`src/rtl/sfsr_pkg.sv`:
```
package sfsr_pkg;
   localparam logic [7:0] OP_WREN  = 8'h06;
   localparam logic [7:0] OP_VWREN = 8'h50;
   localparam logic [7:0] OP_RDLO  = 8'h05;
   localparam logic [7:0] OP_RDHI  = 8'h35;
   localparam logic [7:0] OP_WRSR  = 8'h01;

   typedef enum logic [2:0] {
      PH_OPCODE,
      PH_ENABLE,
      PH_READ,
      PH_WRITE,
      PH_SKIP
   } phase_e;
endpackage

```
`src/rtl/sfsr_sync.sv`:
```
module sfsr_sync #(
   parameter int   STAGES  = 2,
   parameter logic RST_VAL = 1'b0
) (
   input  logic clk,
   input  logic rst_n,
   input  logic d,
   output logic q
);
   generate
      if (STAGES == 0) begin : g_bypass
         assign q = d;
      end else if (STAGES == 1) begin : g_single
         logic ff_q;
         always_ff @(posedge clk or negedge rst_n) begin
            if (!rst_n) ff_q <= RST_VAL;
            else        ff_q <= d;
         end
         assign q = ff_q;
      end else begin : g_chain
         logic [STAGES-1:0] chain_q;
         always_ff @(posedge clk or negedge rst_n) begin
            if (!rst_n) chain_q <= {STAGES{RST_VAL}};
            else        chain_q <= {chain_q[STAGES-2:0], d};
         end
         assign q = chain_q[STAGES-1];
      end
   endgenerate
endmodule

```
`src/rtl/sfsr_timer.sv`:
```
module sfsr_timer #(
   parameter int TW_CYCLES = 1000
) (
   input  logic clk,
   input  logic rst_n,
   input  logic start,
   output logic busy,
   output logic done
);
   localparam int CW = $clog2(TW_CYCLES + 1);

   logic [CW-1:0] cnt_q;

   always_ff @(posedge clk or negedge rst_n) begin
      if (!rst_n)             cnt_q <= '0;
      else if (start)         cnt_q <= CW'(TW_CYCLES);
      else if (cnt_q != '0)   cnt_q <= cnt_q - 1'b1;
   end

   assign busy = (cnt_q != '0);
   assign done = (cnt_q == CW'(1));
endmodule

```
`src/rtl/sfsr_status.sv`:
```
module sfsr_status #(
   parameter logic [15:0] PROTECT_MASK = 16'h8403
) (
   input  logic        clk,
   input  logic        rst_n,
   input  logic        set_wel,
   input  logic        wr_start,
   input  logic        wr_wide,
   input  logic [15:0] wr_data,
   input  logic        done,
   input  logic        busy,
   output logic [15:0] status
);
   logic [15:0] regs_q;
   logic [15:0] wr_mask;
   logic [15:0] wr_val;

   always_comb begin
      wr_mask = ~PROTECT_MASK & (wr_wide ? 16'hFFFF : 16'h00FF);
      wr_val  = wr_wide ? {wr_data[7:0], wr_data[15:8]} : {8'h00, wr_data[7:0]};
   end

   always_ff @(posedge clk or negedge rst_n) begin
      if (!rst_n) begin
         regs_q <= '0;
      end else begin
         if (wr_start) regs_q <= (regs_q & ~wr_mask) | (wr_val & wr_mask);
         if (set_wel)  regs_q[1] <= 1'b1;
         if (done)     regs_q[1] <= 1'b0;
      end
   end

   assign status = {regs_q[15:1], busy};
endmodule

```
`src/rtl/sfsr_frame.sv`:
```
module sfsr_frame
   import sfsr_pkg::*;
(
   input  logic        clk,
   input  logic        rst_n,
   input  logic        csn_s,
   input  logic        csn_rise,
   input  logic        sck_rise,
   input  logic        sck_fall,
   input  logic        mosi_s,
   input  logic [15:0] status,
   input  logic        busy,
   output logic        set_wel,
   output logic        wr_start,
   output logic        wr_wide,
   output logic [15:0] wr_data,
   output logic        miso,
   output logic        miso_oe
);
   phase_e      phase_q;
   logic [4:0]  bit_cnt_q;
   logic [15:0] shreg_q;
   logic        sel_hi_q;
   logic [7:0]  out_byte_q;
   logic [2:0]  out_idx_q;
   logic        miso_q;
   logic        oe_q;
   logic [7:0]  op_byte;
   logic [7:0]  fresh_byte;

   assign op_byte    = {shreg_q[6:0], mosi_s};
   assign fresh_byte = sel_hi_q ? status[15:8] : status[7:0];

   always_ff @(posedge clk or negedge rst_n) begin
      if (!rst_n) begin
         phase_q    <= PH_OPCODE;
         bit_cnt_q  <= '0;
         shreg_q    <= '0;
         sel_hi_q   <= 1'b0;
         out_byte_q <= '0;
         out_idx_q  <= 3'd7;
         miso_q     <= 1'b0;
         oe_q       <= 1'b0;
      end else if (csn_s) begin
         phase_q   <= PH_OPCODE;
         bit_cnt_q <= '0;
         oe_q      <= 1'b0;
         out_idx_q <= 3'd7;
      end else begin
         if (sck_rise) begin
            shreg_q <= {shreg_q[14:0], mosi_s};
            if (bit_cnt_q != 5'h1F) bit_cnt_q <= bit_cnt_q + 1'b1;
            unique case (phase_q)
               PH_OPCODE: begin
                  if (bit_cnt_q == 5'd7) begin
                     bit_cnt_q <= '0;
                     if (op_byte == OP_RDLO || op_byte == OP_RDHI) begin
                        phase_q   <= PH_READ;
                        sel_hi_q  <= (op_byte == OP_RDHI);
                        oe_q      <= 1'b1;
                        out_idx_q <= 3'd7;
                     end else if ((op_byte == OP_WREN || op_byte == OP_VWREN) && !busy) begin
                        phase_q <= PH_ENABLE;
                     end else if (op_byte == OP_WRSR && !busy) begin
                        phase_q <= PH_WRITE;
                     end else begin
                        phase_q <= PH_SKIP;
                     end
                  end
               end
               PH_ENABLE: phase_q <= PH_SKIP;
               default: ;
            endcase
         end
         if (sck_fall && phase_q == PH_READ) begin
            if (out_idx_q == 3'd7) begin
               out_byte_q <= fresh_byte;
               miso_q     <= fresh_byte[7];
            end else begin
               miso_q <= out_byte_q[out_idx_q];
            end
            out_idx_q <= out_idx_q - 1'b1;
         end
      end
   end

   always_comb begin
      set_wel  = csn_rise && (phase_q == PH_ENABLE) && !busy;
      wr_wide  = (bit_cnt_q == 5'd16);
      wr_start = csn_rise && (phase_q == PH_WRITE) && !busy && status[1] &&
                 ((bit_cnt_q == 5'd8) || (bit_cnt_q == 5'd16));
      wr_data  = shreg_q;
   end

   assign miso    = miso_q;
   assign miso_oe = oe_q;
endmodule

```
`src/rtl/sfsr_top.sv`:
```
module sfsr_top #(
   parameter int          TW_CYCLES    = 1000,
   parameter int          SYNC_STAGES  = 2,
   parameter logic [15:0] PROTECT_MASK = 16'h8403
) (
   input  logic clk,
   input  logic rst_n,
   input  logic spi_csn,
   input  logic spi_sck,
   input  logic spi_mosi,
   output logic spi_miso,
   output logic spi_miso_oe
);
   generate
      if (TW_CYCLES < 1) begin : g_bad_tw
         $error("sfsr_top: TW_CYCLES must be at least 1");
      end
      if (PROTECT_MASK[1:0] != 2'b11) begin : g_bad_mask
         $error("sfsr_top: PROTECT_MASK must cover bits 1 and 0");
      end
      if (SYNC_STAGES < 0) begin : g_bad_sync
         $error("sfsr_top: SYNC_STAGES must not be negative");
      end
   endgenerate

   logic        csn_s, sck_s, mosi_s;
   logic        csn_d, sck_d;
   logic        csn_rise, sck_rise, sck_fall;
   logic        set_wel, wr_start, wr_wide, done, busy;
   logic [15:0] wr_data;
   logic [15:0] status;

   sfsr_sync #(.STAGES(SYNC_STAGES), .RST_VAL(1'b1)) u_sync_csn (
      .clk(clk), .rst_n(rst_n), .d(spi_csn), .q(csn_s));
   sfsr_sync #(.STAGES(SYNC_STAGES), .RST_VAL(1'b0)) u_sync_sck (
      .clk(clk), .rst_n(rst_n), .d(spi_sck), .q(sck_s));
   sfsr_sync #(.STAGES(SYNC_STAGES), .RST_VAL(1'b0)) u_sync_mosi (
      .clk(clk), .rst_n(rst_n), .d(spi_mosi), .q(mosi_s));

   always_ff @(posedge clk or negedge rst_n) begin
      if (!rst_n) begin
         csn_d <= 1'b1;
         sck_d <= 1'b0;
      end else begin
         csn_d <= csn_s;
         sck_d <= sck_s;
      end
   end

   assign csn_rise = csn_s & ~csn_d;
   assign sck_rise = sck_s & ~sck_d & ~csn_s;
   assign sck_fall = ~sck_s & sck_d & ~csn_s;

   sfsr_frame u_frame (
      .clk(clk), .rst_n(rst_n), .csn_s(csn_s), .csn_rise(csn_rise),
      .sck_rise(sck_rise), .sck_fall(sck_fall), .mosi_s(mosi_s),
      .status(status), .busy(busy), .set_wel(set_wel), .wr_start(wr_start),
      .wr_wide(wr_wide), .wr_data(wr_data), .miso(spi_miso), .miso_oe(spi_miso_oe));

   sfsr_status #(.PROTECT_MASK(PROTECT_MASK)) u_status (
      .clk(clk), .rst_n(rst_n), .set_wel(set_wel), .wr_start(wr_start),
      .wr_wide(wr_wide), .wr_data(wr_data), .done(done), .busy(busy),
      .status(status));

   sfsr_timer #(.TW_CYCLES(TW_CYCLES)) u_timer (
      .clk(clk), .rst_n(rst_n), .start(wr_start), .busy(busy), .done(done));
endmodule

```
`config.mk`:
```
export PLATFORM = sky130hd
export DESIGN_NAME = sfsr_top
export DESIGN_NICKNAME = d
export VERILOG_FILES = /design/src/rtl/sfsr_pkg.sv /design/src/rtl/sfsr_sync.sv /design/src/rtl/sfsr_timer.sv /design/src/rtl/sfsr_status.sv /design/src/rtl/sfsr_frame.sv /design/src/rtl/sfsr_top.sv
export SDC_FILE = /design/constraint.sdc
export NUM_CORES = 1
export LEC_CHECK = 0
export ABC_AREA = 1
export BUFFER_PORTS_ARGS = -buffer_cell sky130_fd_sc_hd__buf_2
export CORE_MARGIN = 2
export CORE_UTILIZATION = 55
export DETAILED_ROUTE_END_ITERATION = 12
export GPL_ROUTABILITY_DRIVEN = 0
export PLACE_DENSITY = 0.77
export SETUP_SLACK_MARGIN = 0.1
export SLEW_MARGIN = 0
export SYNTH_ARGS = -nofsm -noshare
export SYNTH_HDL_FRONTEND = slang
export SYNTH_HIERARCHICAL = 1
export SYNTH_SLANG_ARGS = --single-unit
```
`constraint.sdc`:
```
create_clock -name clk -period 2.73 [get_ports clk]
set_input_delay 0.4095 -clock clk [delete_from_list [all_inputs] [get_ports clk]]
set_output_delay 0.4095 -clock clk [all_outputs]
set_load 0.1 [all_outputs]
```
==> flow_metrics.tcl <==
set metrics [dict create \
    p_per_area_mw_per_mm2 535 \
    vias 2679 \
    setup.worst_path.start_class "register" \
    worstMarginPinSlew_ps 710 \
    hold_class "input port to asynchronous set/reset pin" \
    grt-ovfl-total 0 \
    area_growth_pct 8.26 \
    drc 0 \
    met3_length_um 317 \
    layout_commonest_cell "nand2_1" \
    dieArea_mm2 0.00707 \
    hold_violations 0 \
    p_total_uw 2050 \
    setup_viol 0 \
    ys_top_cells_by_area "dfrtp_1, nand2_1, inv_1, dfstp_2, nand3_1" \
    post_cts_buffers 0 \
    diodes 0 \
    grt_pass1_wl_um 12000 \
    drive_gt1_share_pct 14.0 \
    maxCapViolCount 0 \
    grt_use_total_pct 21.1 \
    cts_made_buffers 9 \
    cts_tree "built" \
    root_buffer "clkbuf_8" \
    r2r_cells 12 \
    highest_layer "met4" \
    drtIter0Drc 148 \
    synth-seq-cells 69 \
    cp.arrival_ps 2470 \
    numPortBuffers 6 \
    clock.fmax_ghz 0.446 \
    ys_warn_count 6 \
    slew_violations 0 \
    dieWidth_um 84.1 \
    stdcell_area_mm2 0.00382 \
    rsz0062_at_grt "false" \
    firstDrtPassIters 4 \
    rows 29 \
    cts_buffer_depth 2 \
    fin_crit_ps 2240 \
    yosysTopAreaCell "dfrtp_1" \
    final-seq-area_mm2 0.00173 \
    clkLatencyLatePin_ps 340 \
    post-place-cells 511 \
    avgSynthCellArea_um2 8.15 \
    first_global_vias 2688 \
    synth-edff-count 0 \
    clock_sinks 69 \
    final_cell_mix "nand2_1, dfrtp_1, inv_1, nor2_1, nand3_1" \
    num-nets-final 456 \
    fp.dieH_um 84.1 \
    async_reset_ff_share_pct 100 \
    wire_per_inst_um 12.5 \
    ant_nets 0 \
    mappedNetlistArea_mm2 0.00353 \
    syn_inst 433 \
    multi_input_area_mm2 0.00147 \
    synthFlopType "dfrtp_1" \
    postCtsResizedCells 0 \
    status "completed" \
    r2r_start "u_timer/cnt_q[0]" \
    antenna_found_initial 0 \
    fill_cells 544 \
    wl_met2_um 3020 \
    start_util_pct 56.2 \
    post-route-period-util_pct 82.1 \
    synth_cell_types 41 \
    grt_max_degree 40 \
    required_ps 2960 \
    ys_seq_area_share_pct 49.1 \
    critPathKind "register to register" \
    utilization_pct 60.9 \
    htree_levels 3 \
    slew_headroom_pct 52.7 \
    leakagePower_uw 0.00189 \
    clk_pin_slew_ps 70 \
    path_max_fanout 14 \
    synth_top_cell_area_share_pct 44.7 \
    r2r_slack_ps 490 \
    hpwl_um 4770 \
    end_kind "register" \
    ios 7 \
    place_area_mm2 0.00363 \
    core_mm2 0.00628 \
    ir_drop_uv 373 \
    tns_ps 0 \
    met1_length_um 3160 \
    viasPerCell 5.08 \
    wirelength_um 6600 \
    clock_skew_ps 5.02 \
    fin_cells 527 \
    ctsHoldBuffers 0 \
]
## state kept, by name, indices dropped and copies added (netlist names), named ones only
name                         cells
u_frame/wr_data                 16
u_timer/cnt_q                   10
u_frame/out_byte_q               8
u_status/regs_q                  7
u_frame/bit_cnt_q                5
u_frame/out_idx_q                3
u_frame/phase_q                  3
u_sync_csn/g_chain.chain_q       2
u_sync_mosi/g_chain.chain_q      2
u_sync_sck/g_chain.chain_q       2
csn_d                            1
sck_d                            1
u_frame/miso                     1
u_frame/miso_oe                  1
u_frame/sel_hi_q                 1
## layer usage
layer  vias up  GRT usage, %
met2        42          32.0
met4         0          9.82
li1       1381             -
met5         -             0
met3        11          3.96
met1      1245          29.4
## final cells by class
class                      count  area share, %
sequential                    69           45.4
tap                           77           2.52
timing repair buffer          10           1.90
multi-input combinational    289           38.5
inverter                      66           6.62
clock inverter                 4           1.24
clock buffer                  12           3.80
## how the worst max path moves through the flow
stage                                start          endpoint  depth (start not counted)
final                     u_timer/cnt_q[0]          register                         12
after global routing      u_timer/cnt_q[0]          register                         12
after CTS                 u_timer/cnt_q[0]          register                         12
after detailed placement  u_timer/cnt_q[0]          register                         12
after global placement    u_timer/cnt_q[0]          register                         12
after floorplan           u_timer/cnt_q[0]  u_timer/cnt_q[1]                         12
## synthesized netlist by cell type (3+ instances only)
library cell,n
nor2_4,3
inv_1,60
a21oi_1,8
dfrtp_1,63
o21ai_1,5
buf_4,3
inv_2,5
o21ai_0,26
mux2i_1,3
nand2_1,129
nor2_2,6
o22ai_1,3
dfstp_2,6
ha_1,6
nor2_1,36
nand3_1,27
o211ai_1,4
o21ai_2,4
nand2_2,4
nand4_1,5
## where the power goes
part           leakage, uW  internal [uW]  switching, uW
clock network    0.0000964            445            374
registers         0.000912           1050           27.2
logic             0.000886           43.2            104
total              0.00189           1540            505
## critical path: stages (launching register included)
cell     delay [ps]
dfrtp_1         400
inv_1           120
ha_1            220
nand2_2         120
nor2_4          170
nand2_4         110
inv_1           100
nand2_1          80
nor4_2          280
buf_4           290
nand2_8         100
nand2_1          90
o21ai_2          50
## cell families after synthesis
group	synth area share, %
multiplexers	1.17
AND/OR/NAND/NOR	28.4
AO/OA/AOI/OAI	8.65
XOR/XNOR	0.745
buffers and inverters	9.61
other	0.106
adder cells (fa/ha/maj)	2.13
flip-flops	49.1
## per-stage QoR
| step | hold slack [ps] | setup WS (ps) |
|---|---|---|
| 2_1_floorplan | 114 | 234 |
| 3_3_place_gp | 333 | 683 |
| 3_5_place_dp | 340 | 530 |
| 4_1_cts | 139 | 509 |
| 5_1_grt | 149 | 306 |
| 6_report | 120 | 489 |
No activity file was read; power rests on OpenSTA's default activity.
